===== src/rtl/pxs_pkg.sv =====
package pxs_pkg;

    localparam int unsigned PIX_BITS     = 2;
    localparam int unsigned PIX_PER_WORD = 15;
    localparam int unsigned HOLD_CLKS    = 6;
    localparam int unsigned LEAD_CLKS    = 6;
    localparam int unsigned LEN_BITS     = 10;

    typedef enum logic [1:0] {
        ST_UNSET,
        ST_IDLE,
        ST_LEAD,
        ST_LINE
    } seq_state_e;

    typedef struct packed {
        logic fetch;   // next pixel is due at this edge
        logic blank;   // line finishes at this edge
    } seq_cmd_t;

    function automatic int unsigned packed_width(input int unsigned pix_bits,
                                                 input int unsigned per_word);
        return pix_bits * per_word;
    endfunction

endpackage


===== src/rtl/pxs_line_seq.sv =====
module pxs_line_seq
    import pxs_pkg::*;
#(
    parameter int unsigned LEN_W = LEN_BITS,
    parameter int unsigned HOLD  = HOLD_CLKS,
    parameter int unsigned LEAD  = LEAD_CLKS
) (
    input  logic             clk,
    input  logic             rst,
    input  logic             len_we,
    input  logic [LEN_W-1:0] len,
    input  logic             line_go,
    output seq_cmd_t         cmd,
    output logic             line_on
);

    localparam int unsigned HOLD_W = (HOLD > 1) ? $clog2(HOLD) : 1;
    localparam int unsigned LEAD_W = $clog2(LEAD + 1);

    seq_state_e         state_q;
    logic [LEN_W-1:0]   len_q;
    logic [LEN_W-1:0]   pcnt_q;
    logic [HOLD_W-1:0]  hcnt_q;
    logic [LEAD_W-1:0]  dcnt_q;

    always_comb begin
        cmd = '0;
        case (state_q)
            ST_LEAD: cmd.fetch = (dcnt_q == LEAD_W'(1));
            ST_LINE: begin
                if (hcnt_q == '0) begin
                    if (pcnt_q == '0) cmd.blank = 1'b1;
                    else              cmd.fetch = 1'b1;
                end
            end
            default: cmd = '0;
        endcase
    end

    always_ff @(posedge clk) begin
        if (rst) begin
            state_q <= ST_UNSET;
            len_q   <= '0;
            pcnt_q  <= '0;
            hcnt_q  <= '0;
            dcnt_q  <= '0;
        end else begin
            case (state_q)
                ST_UNSET: begin
                    if (len_we) begin
                        len_q   <= len;
                        state_q <= ST_IDLE;
                    end
                end
                ST_IDLE: begin
                    if (line_go) begin
                        dcnt_q  <= LEAD_W'(LEAD);
                        state_q <= ST_LEAD;
                    end
                end
                ST_LEAD: begin
                    if (dcnt_q == LEAD_W'(1)) begin
                        state_q <= ST_LINE;
                        pcnt_q  <= len_q;
                        hcnt_q  <= HOLD_W'(HOLD - 1);
                    end else begin
                        dcnt_q <= dcnt_q - LEAD_W'(1);
                    end
                end
                ST_LINE: begin
                    if (hcnt_q != '0) begin
                        hcnt_q <= hcnt_q - HOLD_W'(1);
                    end else if (pcnt_q == '0) begin
                        state_q <= ST_IDLE;
                    end else begin
                        pcnt_q <= pcnt_q - LEN_W'(1);
                        hcnt_q <= HOLD_W'(HOLD - 1);
                    end
                end
                default: state_q <= ST_UNSET;
            endcase
        end
    end

    assign line_on = (state_q == ST_LINE);

    // once written, the length never changes until reset
    assert_len_frozen_R2: assert property (@(posedge clk) disable iff (rst)
        (state_q != ST_UNSET) |=> $stable(len_q));

    // consecutive pixels are never due on adjacent edges
    assert_hold_gap_R4: assert property (@(posedge clk) disable iff (rst)
        cmd.fetch |=> !cmd.fetch);

    // a pixel period in progress always continues, whatever line_go does
    assert_line_continues_R8: assert property (@(posedge clk) disable iff (rst)
        (state_q == ST_LINE && hcnt_q != '0) |=> (state_q == ST_LINE));

endmodule


===== src/rtl/pxs_unpacker.sv =====
module pxs_unpacker
    import pxs_pkg::*;
#(
    parameter int unsigned PIX_W = PIX_BITS,
    parameter int unsigned PPW   = PIX_PER_WORD,
    localparam int unsigned PACK_W = packed_width(PIX_W, PPW)
) (
    input  logic              clk,
    input  logic              rst,
    input  seq_cmd_t          cmd,
    input  logic [PACK_W-1:0] word,
    input  logic              word_vld,
    output logic              pop,
    output logic [PIX_W-1:0]  pix,
    output logic              underrun
);

    localparam int unsigned LEFT_W = (PPW > 1) ? $clog2(PPW) : 1;

    logic [PACK_W-1:0] sreg_q;
    logic [LEFT_W-1:0] left_q;
    logic [PIX_W-1:0]  pix_q;
    logic              under_q;
    logic              need_word;

    assign need_word = cmd.fetch && (left_q == '0);
    assign pop       = need_word && word_vld;

    always_ff @(posedge clk) begin
        if (rst) begin
            sreg_q  <= '0;
            left_q  <= '0;
            pix_q   <= '0;
            under_q <= 1'b0;
        end else if (cmd.fetch) begin
            if (left_q != '0) begin
                pix_q  <= sreg_q[PACK_W-1 -: PIX_W];
                sreg_q <= {sreg_q[PACK_W-PIX_W-1:0], {PIX_W{1'b0}}};
                left_q <= left_q - LEFT_W'(1);
            end else if (word_vld) begin
                pix_q  <= word[PACK_W-1 -: PIX_W];
                sreg_q <= {word[PACK_W-PIX_W-1:0], {PIX_W{1'b0}}};
                left_q <= LEFT_W'(PPW - 1);
            end else begin
                pix_q   <= '0;
                under_q <= 1'b1;
            end
        end else if (cmd.blank) begin
            pix_q <= '0;
        end
    end

    assign pix      = pix_q;
    assign underrun = under_q;

    // a popped word leaves exactly PPW-1 pixels pending
    assert_pop_refills_R6: assert property (@(posedge clk) disable iff (rst)
        pop |=> (left_q == LEFT_W'(PPW - 1)));

    // the underrun flag never falls without reset
    assert_underrun_sticky_R9: assert property (@(posedge clk) disable iff (rst)
        under_q |=> under_q);

    // starved pixel shows zero and raises the flag
    assert_starved_blank_R9: assert property (@(posedge clk) disable iff (rst)
        (need_word && !word_vld) |=> (pix_q == '0 && under_q));

endmodule


===== src/rtl/pix_shifter.sv =====
module pix_shifter
    import pxs_pkg::*;
#(
    parameter int unsigned PIX_W = PIX_BITS,
    parameter int unsigned PPW   = PIX_PER_WORD,
    parameter int unsigned LEN_W = LEN_BITS,
    parameter int unsigned HOLD  = HOLD_CLKS,
    parameter int unsigned LEAD  = LEAD_CLKS,
    localparam int unsigned PACK_W = packed_width(PIX_W, PPW)
) (
    input  logic              clk,
    input  logic              rst,
    input  logic [PACK_W-1:0] word_i,
    input  logic              word_vld_i,
    output logic              pop_o,
    input  logic              len_we_i,
    input  logic [LEN_W-1:0]  len_i,
    input  logic              line_go_i,
    output logic [PIX_W-1:0]  pix_o,
    output logic              underrun_o
);

    seq_cmd_t cmd;
    logic     line_on;

    pxs_line_seq #(
        .LEN_W (LEN_W),
        .HOLD  (HOLD),
        .LEAD  (LEAD)
    ) u_seq (
        .clk     (clk),
        .rst     (rst),
        .len_we  (len_we_i),
        .len     (len_i),
        .line_go (line_go_i),
        .cmd     (cmd),
        .line_on (line_on)
    );

    pxs_unpacker #(
        .PIX_W (PIX_W),
        .PPW   (PPW)
    ) u_unpack (
        .clk      (clk),
        .rst      (rst),
        .cmd      (cmd),
        .word     (word_i),
        .word_vld (word_vld_i),
        .pop      (pop_o),
        .pix      (pix_o),
        .underrun (underrun_o)
    );

    // output is black whenever the sequencer is not inside a line
    assert_black_outside_R7: assert property (@(posedge clk) disable iff (rst)
        !line_on |-> (pix_o == '0));

    // nothing is consumed outside a line's pixel schedule
    assert_pop_in_line_R6: assert property (@(posedge clk) disable iff (rst)
        pop_o |-> (cmd.fetch && word_vld_i));

endmodule


===== config.mk =====
export PLATFORM = sky130hd
export DESIGN_NAME = pix_shifter
export DESIGN_NICKNAME = d
export VERILOG_FILES = /design/src/rtl/pxs_pkg.sv /design/src/rtl/pxs_line_seq.sv /design/src/rtl/pxs_unpacker.sv /design/src/rtl/pix_shifter.sv
export SDC_FILE = /design/constraint.sdc
export NUM_CORES = 1
export LEC_CHECK = 0
export BUFFER_PORTS_ARGS = -buffer_cell sky130_fd_sc_hd__buf_2
export CORE_UTILIZATION = 44
export CTS_CLUSTER_SIZE = 28
export DETAILED_ROUTE_END_ITERATION = 8
export GPL_TIMING_DRIVEN = 0
export MAX_ROUTING_LAYER = met4
export PLACE_DENSITY_LB_ADDON = 0.12
export SYNTH_ARGS = -nofsm -noshare
export SYNTH_HDL_FRONTEND = slang
export SYNTH_SLANG_ARGS = --single-unit
export TNS_END_PERCENT = 1

===== constraint.sdc =====
create_clock -name clk -period 5.5 [get_ports clk]
set_input_delay 0.825 -clock clk [delete_from_list [all_inputs] [get_ports clk]]
set_output_delay 0.825 -clock clk [all_outputs]
set_load 0.02 [all_outputs]

### Word-level counts from Yosys, hierarchy flattened

Cells that the tools add are included.

* input bits: 45
* bits in registers: 65
* word-level logic and storage cells: 76
* output and inout port bits: 4

* equality and inequality tests: 12
* multiplexer cells: 30
* bitwise gates (word level): 2
* add/sub/neg operators: 4
* reductions and logical operators: 19

Operator list (count)
* 2-to-1 mux 30 bit: 2
* 2-to-1 mux 10 bit: 3
* 2-to-1 mux 2 bit: 10
* case mux 10 bit (2 select lines): 1
* 2-to-1 mux 3 bit: 5
* case mux 3 bit (2 select lines): 2
* logical NOT 10 bit: 1
* != test 2 bit, second input constant: 5
* subtractor 10 x 1 -> 10 bit, second input constant: 1
* AND reduction 3 bit: 3
* 2-to-1 mux 4 bit: 2
* case mux 2 bit (4 select lines): 1
* nonzero test 2 bit: 4
* subtractor 3 x 1 -> 3 bit, second input constant: 2
* AND reduction 5 bit: 1
* == test 2 bit, second input constant: 2
* logical NOT 4 bit: 1
* != test 2 x 1 -> 1 bit, second input constant: 2
* AND reduction 2 bit: 2
* AND reduction 4 bit: 1
* nonzero test 4 bit: 1
* subtractor 4 x 1 -> 4 bit, second input constant: 1
* == test 3 x 1 -> 1 bit, second input constant: 1
* logical NOT 3 bit: 1
* other kinds (8): 12

### Longest topological paths before layout

* depth in word-level cells: 6
* mapped depth: 10
* depth with buffers taken out: 6

### Modules after synthesis

A second synthesis with hierarchy kept.

* cell total of the unflattened synthesis: 396
* area, all modules: 3243.1 sq um

By module, submodules not included
* pxs_line_seq: seq. area each 560.5 sq um, instances 1, area each 1627.8 sq um, cells an instance 197
* pxs_unpacker: seq. area each 700.7 sq um, instances 1, area each 1615.3 sq um, cells an instance 199

### Least setup slack after synthesis

OpenSTA, ideal clock, no wires.

* kind: register to output
* start point: reg u_unpack.left_q[0]
* end point: out pop_o
* data required time: 4.675 ns
* cell stages (with the launch flop): 7
* buffers on the path: 1
* path slack: 2.726 ns
* arrival: 1.949 ns
* path through: dfxtp_1 inv_1 ha_1 nor3b_1 clkbuf_1 nand2_1 nor3_1

* longest elaborated chain between the ends: 3

RTL lines
* start, declared: RTL line pxs_unpacker.sv:21 `logic [LEFT_W-1:0] left_q;`
* start signal, assigned: RTL line pxs_unpacker.sv:39 `left_q <= left_q - LEFT_W'(1);`
* start signal, assigned: RTL line pxs_unpacker.sv:43 `left_q <= LEFT_W'(PPW - 1);`
* logical NOT 4 bit: RTL line pxs_unpacker.sv:26 `assign need_word = cmd.fetch && (left_q == '0);`
* logical AND 1 bit: RTL line pxs_unpacker.sv:26
* logical AND 1 bit: RTL line pxs_unpacker.sv:27 `assign pop = need_word && word_vld;`
* end, declared: RTL line pix_shifter.sv:15 `output logic pop_o,`

No other way between the ends.

### Worst setup path in the final report

* start point: reg u_seq.state_q[0]
* end point: out pop_o

* longest elaborated chain between the ends: 4
* elaborated cells between the ends (all ways): 5
* those cells by class: eq/ne: 2; mux: 1; reduce/logical: 2

RTL lines
* start, declared: RTL line pxs_line_seq.sv:20 `seq_state_e state_q;`
* start signal, assigned: RTL line pxs_line_seq.sv:42 `state_q <= ST_UNSET;`
* start signal, assigned: RTL line pxs_line_seq.sv:52 `state_q <= ST_IDLE;`
* start signal, assigned: RTL line pxs_line_seq.sv:58 `state_q <= ST_LEAD;`
* == test 2 bit, on equally long branches
* case mux 1 bit (2 select lines) *: RTL line pxs_line_seq.sv:28 `case (state_q)`
* logical AND 1 bit *: RTL line pxs_unpacker.sv:26
* logical AND 1 bit *: RTL line pxs_unpacker.sv:27

Mark *: on every way between the ends. The rest lies on a longest branch, timed or not.

==> summary.txt <==
Global routing
  • GRT Resource Usage Total: 0.230
  • Met2 global-route usage: 0.310
  • Leftover overflow at the end of global routing: 0
  • Maximum number of pins on one net before global-route repair: 12
  • First-pass GRT wire length: 13.7 mm
  • Met3 routing resource usage after global routing: 0.0342
  • Initial antenna violation count: 0
  • Via count of the first global-routing pass: roughly 2,800
  • Global-route track usage on met1: 0.341
  • Layer carrying the most global-route usage: met1

Clock network
  • Post-CTS sizing: 0
  • Number of levels in the clock H-tree: 3
  • CTS tree: yes
  • Clock buffers created by TritonCTS: 9
  • Clock root buffer: sky130_fd_sc_hd__clkbuf_8
  • Clock Pin Slew Worst Setup and Hold Paths: ~0.07 ns
  • Sink count of the clock tree: 63
  • Postcts setup bufs: 0
  • Clock latency at the later pin of the worst-skew pair: between 0.3 and 0.4 ns
  • Post-CTS Hold Fix Bufs: 0
  • Buffers from clock root to sink, at most: 2

Die
  • Area inside the core boundary: ~7300 µm²
  • I/O pin total: 49
  • Rows: 31
  • Initial core utilization: 0.458
  • Vertical die dimension: between 80 and 90 µm
  • Die Footprint: between 7000 and 8000 µm²
  • Die boundary width: 89.2 µm

STA
  • Maximum clock frequency: 295 MHz
  • Final setup violation count: 0
  • Setup Total Neg Slack: 0 ns
  • Smallest setup slack after layout: 2.11 ns
  • Final hold violation count: 0
  • Minimum clock period after layout: between 3 and 4 ns
  • Part of the cycle the worst path needs: 0.617
  • Final Max Tran Viols: 0
  • Post-route clock skew: around 0.0087 ns
  • Unrepaired setup endpoints after global routing: false
  • Transition time at the pin with the least slew margin: approximately 0.96 ns
  • Slew margin rel.: 0.351

Setup path
  • Crit Path Category: reg2out
  • Largest driver fanout on the critical path: 9
  • Capturing element type of the critical path: primary output
  • Category of the worst setup path launch point: flip-flop
  • Required time reported for the critical path endpoint: 4.68 ns
  • Data arrival time of the critical path: roughly 2.6 ns

Drt
  • Average wire length per cell after detail routing: approximately 15 µm
  • Antenna viol nets, final: 0
  • Mean number of vias per cell: between 5 and 6
  • Number of vias in the routed layout: between 3,000 and 4,000
  • DRC violation count after routing: 0
  • Number of iterations in the first detailed-routing pass: 4
  • 1st-iter DRT viols: between 150 and 200
  • Routed Wire Length: between 8 and 9 mm

Yosys
  • Cell type with the largest total area after synthesis: sky130_fd_sc_hd__dfxtp_1
  • Mean instance size in the synthesized netlist: 8.75 µm²
  • Register area share after synthesis: 0.377
  • Distinct cell type count after synthesis: 53
  • Synthesized net count: about 440
  • Post-synth design cell area: between 3000 and 4000 µm²
  • Number of instances in the synthesized netlist: approximately 380
  • Area contributors post-synth: sky130_fd_sc_hd__dfxtp_1, sky130_fd_sc_hd__a21oi_1, sky130_fd_sc_hd__mux2i_1
  • Seq cells post-synth: 63
  • Number of enable flip-flop cells after synthesis: 0
  • Area share of the largest cell type after synthesis: 0.377
  • Number of synthesis warnings: 0
  • Main flop type after synthesis: sky130_fd_sc_hd__dfxtp_1
  • Share of flip-flops with an asynchronous set or reset: 0

Layout
  • Synthesis-to-layout area growth: 15.8%
  • Number of diodes added for antenna fixing: 0
  • Number of nets in the layout: 496
  • Share of layout cells above drive strength 1: 0.195
  • Commonest cells after routing, fill and taps aside: sky130_fd_sc_hd__dfxtp_1, sky130_fd_sc_hd__a21oi_1, sky130_fd_sc_hd__buf_2
  • Commonest non-fill, non-tap cell in the layout: sky130_fd_sc_hd__dfxtp_1

Run status
  • Run status: completed

Placed design
  • Post-DP HPWL: between 6 and 7 mm
  • Weighted congestion reported at the end of routability-driven placement: around 0.9
  • Post-placement worst setup slack: 2.47 ns
  • # port buffers: 48

Power
  • P per Cell Area: approximately 330 nW/µm²
  • Peak ir drop on the vdd network: between 0.2 and 0.25 mV
  • Static power due to leakage: ~1.6 nW

Job
  • Max-capacitance violation count: 0

Hold path
  • Min-Delay Path Class: reg2reg
-- flip-flops by register name (all words and copies together) (netlist names) --
signal	count
u_seq.len_q	10
u_unpack.underrun	1
u_seq.pcnt_q	10
u_unpack.left_q	4
u_seq.state_q	2
u_unpack.sreg_q	28
u_unpack.pix	2
u_seq.hcnt_q	3
u_seq.dcnt_q	3
-- cells in the mapped netlist (3+ instances only) --
master / instances
sky130_fd_sc_hd__a211oi_1: 21
sky130_fd_sc_hd__a211oi_2: 8
sky130_fd_sc_hd__a21oi_1: 56
sky130_fd_sc_hd__a31oi_1: 6
sky130_fd_sc_hd__buf_2: 4
sky130_fd_sc_hd__buf_6: 4
sky130_fd_sc_hd__clkbuf_1: 20
sky130_fd_sc_hd__dfxtp_1: 63
sky130_fd_sc_hd__ha_1: 10
sky130_fd_sc_hd__inv_1: 12
sky130_fd_sc_hd__mux2i_1: 27
sky130_fd_sc_hd__nand2_1: 33
sky130_fd_sc_hd__nand2b_1: 7
sky130_fd_sc_hd__nand3_1: 5
sky130_fd_sc_hd__nand4_1: 4
sky130_fd_sc_hd__nor2_1: 15
sky130_fd_sc_hd__nor2b_1: 6
sky130_fd_sc_hd__nor3_1: 6
sky130_fd_sc_hd__nor4_1: 5
sky130_fd_sc_hd__nor4b_1: 3
sky130_fd_sc_hd__o21ai_0: 7
sky130_fd_sc_hd__o311ai_0: 5
sky130_fd_sc_hd__o31ai_1: 6
sky130_fd_sc_hd__o32ai_1: 3
sky130_fd_sc_hd__or3_1: 8
-- final timing paths --
check                    from                   to  slack (ns)  depth (start not counted)
max reg2reg  u_seq.state_q[0]  u_unpack.sreg_q[27]        2.86                         10
min           u_unpack.pix[1]      u_unpack.pix[1]        0.45                          2
max          u_seq.state_q[0]                pop_o        2.11                          8
min reg2reg   u_unpack.pix[1]      u_unpack.pix[1]        0.45                          2
-- critical path, cell delays in order (launching register included) --
cell	delay, ns
sky130_fd_sc_hd__dfxtp_1	0.42
sky130_fd_sc_hd__inv_1	0.09
sky130_fd_sc_hd__ha_1	0.19
sky130_fd_sc_hd__clkbuf_1	0.19
sky130_fd_sc_hd__and3b_1	0.21
sky130_fd_sc_hd__clkbuf_1	0.20
sky130_fd_sc_hd__a21oi_1	0.60
sky130_fd_sc_hd__nor3_1	0.13
sky130_fd_sc_hd__buf_2	0.19
-- layer usage --
| metal | part of all wire | routed length, µm | vias to the layer above |
|---|---|---|---|
| met4 | 0.018 | 148 | 0 |
| met1 | 0.50 | 4160 | 1406 |
| met3 | 0.055 | 454 | 18 |
| met2 | 0.43 | 3550 | 88 |
| li1 | - | - | 1546 |
| met5 | 0 | 0 | - |
-- power by group --
| group | switching, W | leakage [nW] | internal (W) | total (W) |
|---|---|---|---|---|
| Combinational | 0.000254 | 0.994 | 0.000145 | 0.000399 |
| Sequential | 0.0000297 | 0.510 | 0.000494 | 0.000524 |
| Clock | 0.000185 | 0.0781 | 0.000161 | 0.000346 |
| Total | 0.000469 | 1.58 | 0.000800 | 0.00127 |
-- metrics by stage --
stage          utilization  std cells  hold slack (ns)  total power, W  cell area (µm²)
3_3_place_gp         0.508        529            0.442        0.000920             3710
2_1_floorplan            -        382            0.432        0.000821             3340
3_5_place_dp         0.508        529            0.449        0.000926             3710
6_report             0.531        545            0.453         0.00127             3870
4_1_cts              0.531        545            0.459         0.00127             3870
5_1_grt              0.531        545            0.484         0.00135             3870
-- cell type report --
class | count | area, µm²
clock inverters | 6 | 37.5
flip-flops and latches | 63 | 1260
fillers | 734 | 3420
repair buffers | 48 | 240
inverters | 13 | 48.8
multi-input cells | 276 | 1890
plain buffers | 30 | 148
well taps | 99 | 124
clock buffers | 10 | 128
-- kinds of logic (layout without fill, tap and decap cells) --
| family | after synthesis | in the layout | share of synthesized area |
|---|---|---|---|
| and+or+nand+nor | 105 | 105 | 0.171 |
| buffers and inverters | 43 | 107 | 0.0588 |
| AOI/OAI and AO/OA | 133 | 133 | 0.271 |
| adders and majority gates | 10 | 10 | 0.0374 |
| DFF | 63 | 63 | 0.377 |
| muxes | 28 | 28 | 0.0842 |
Power figures use the tool's default switching activity.
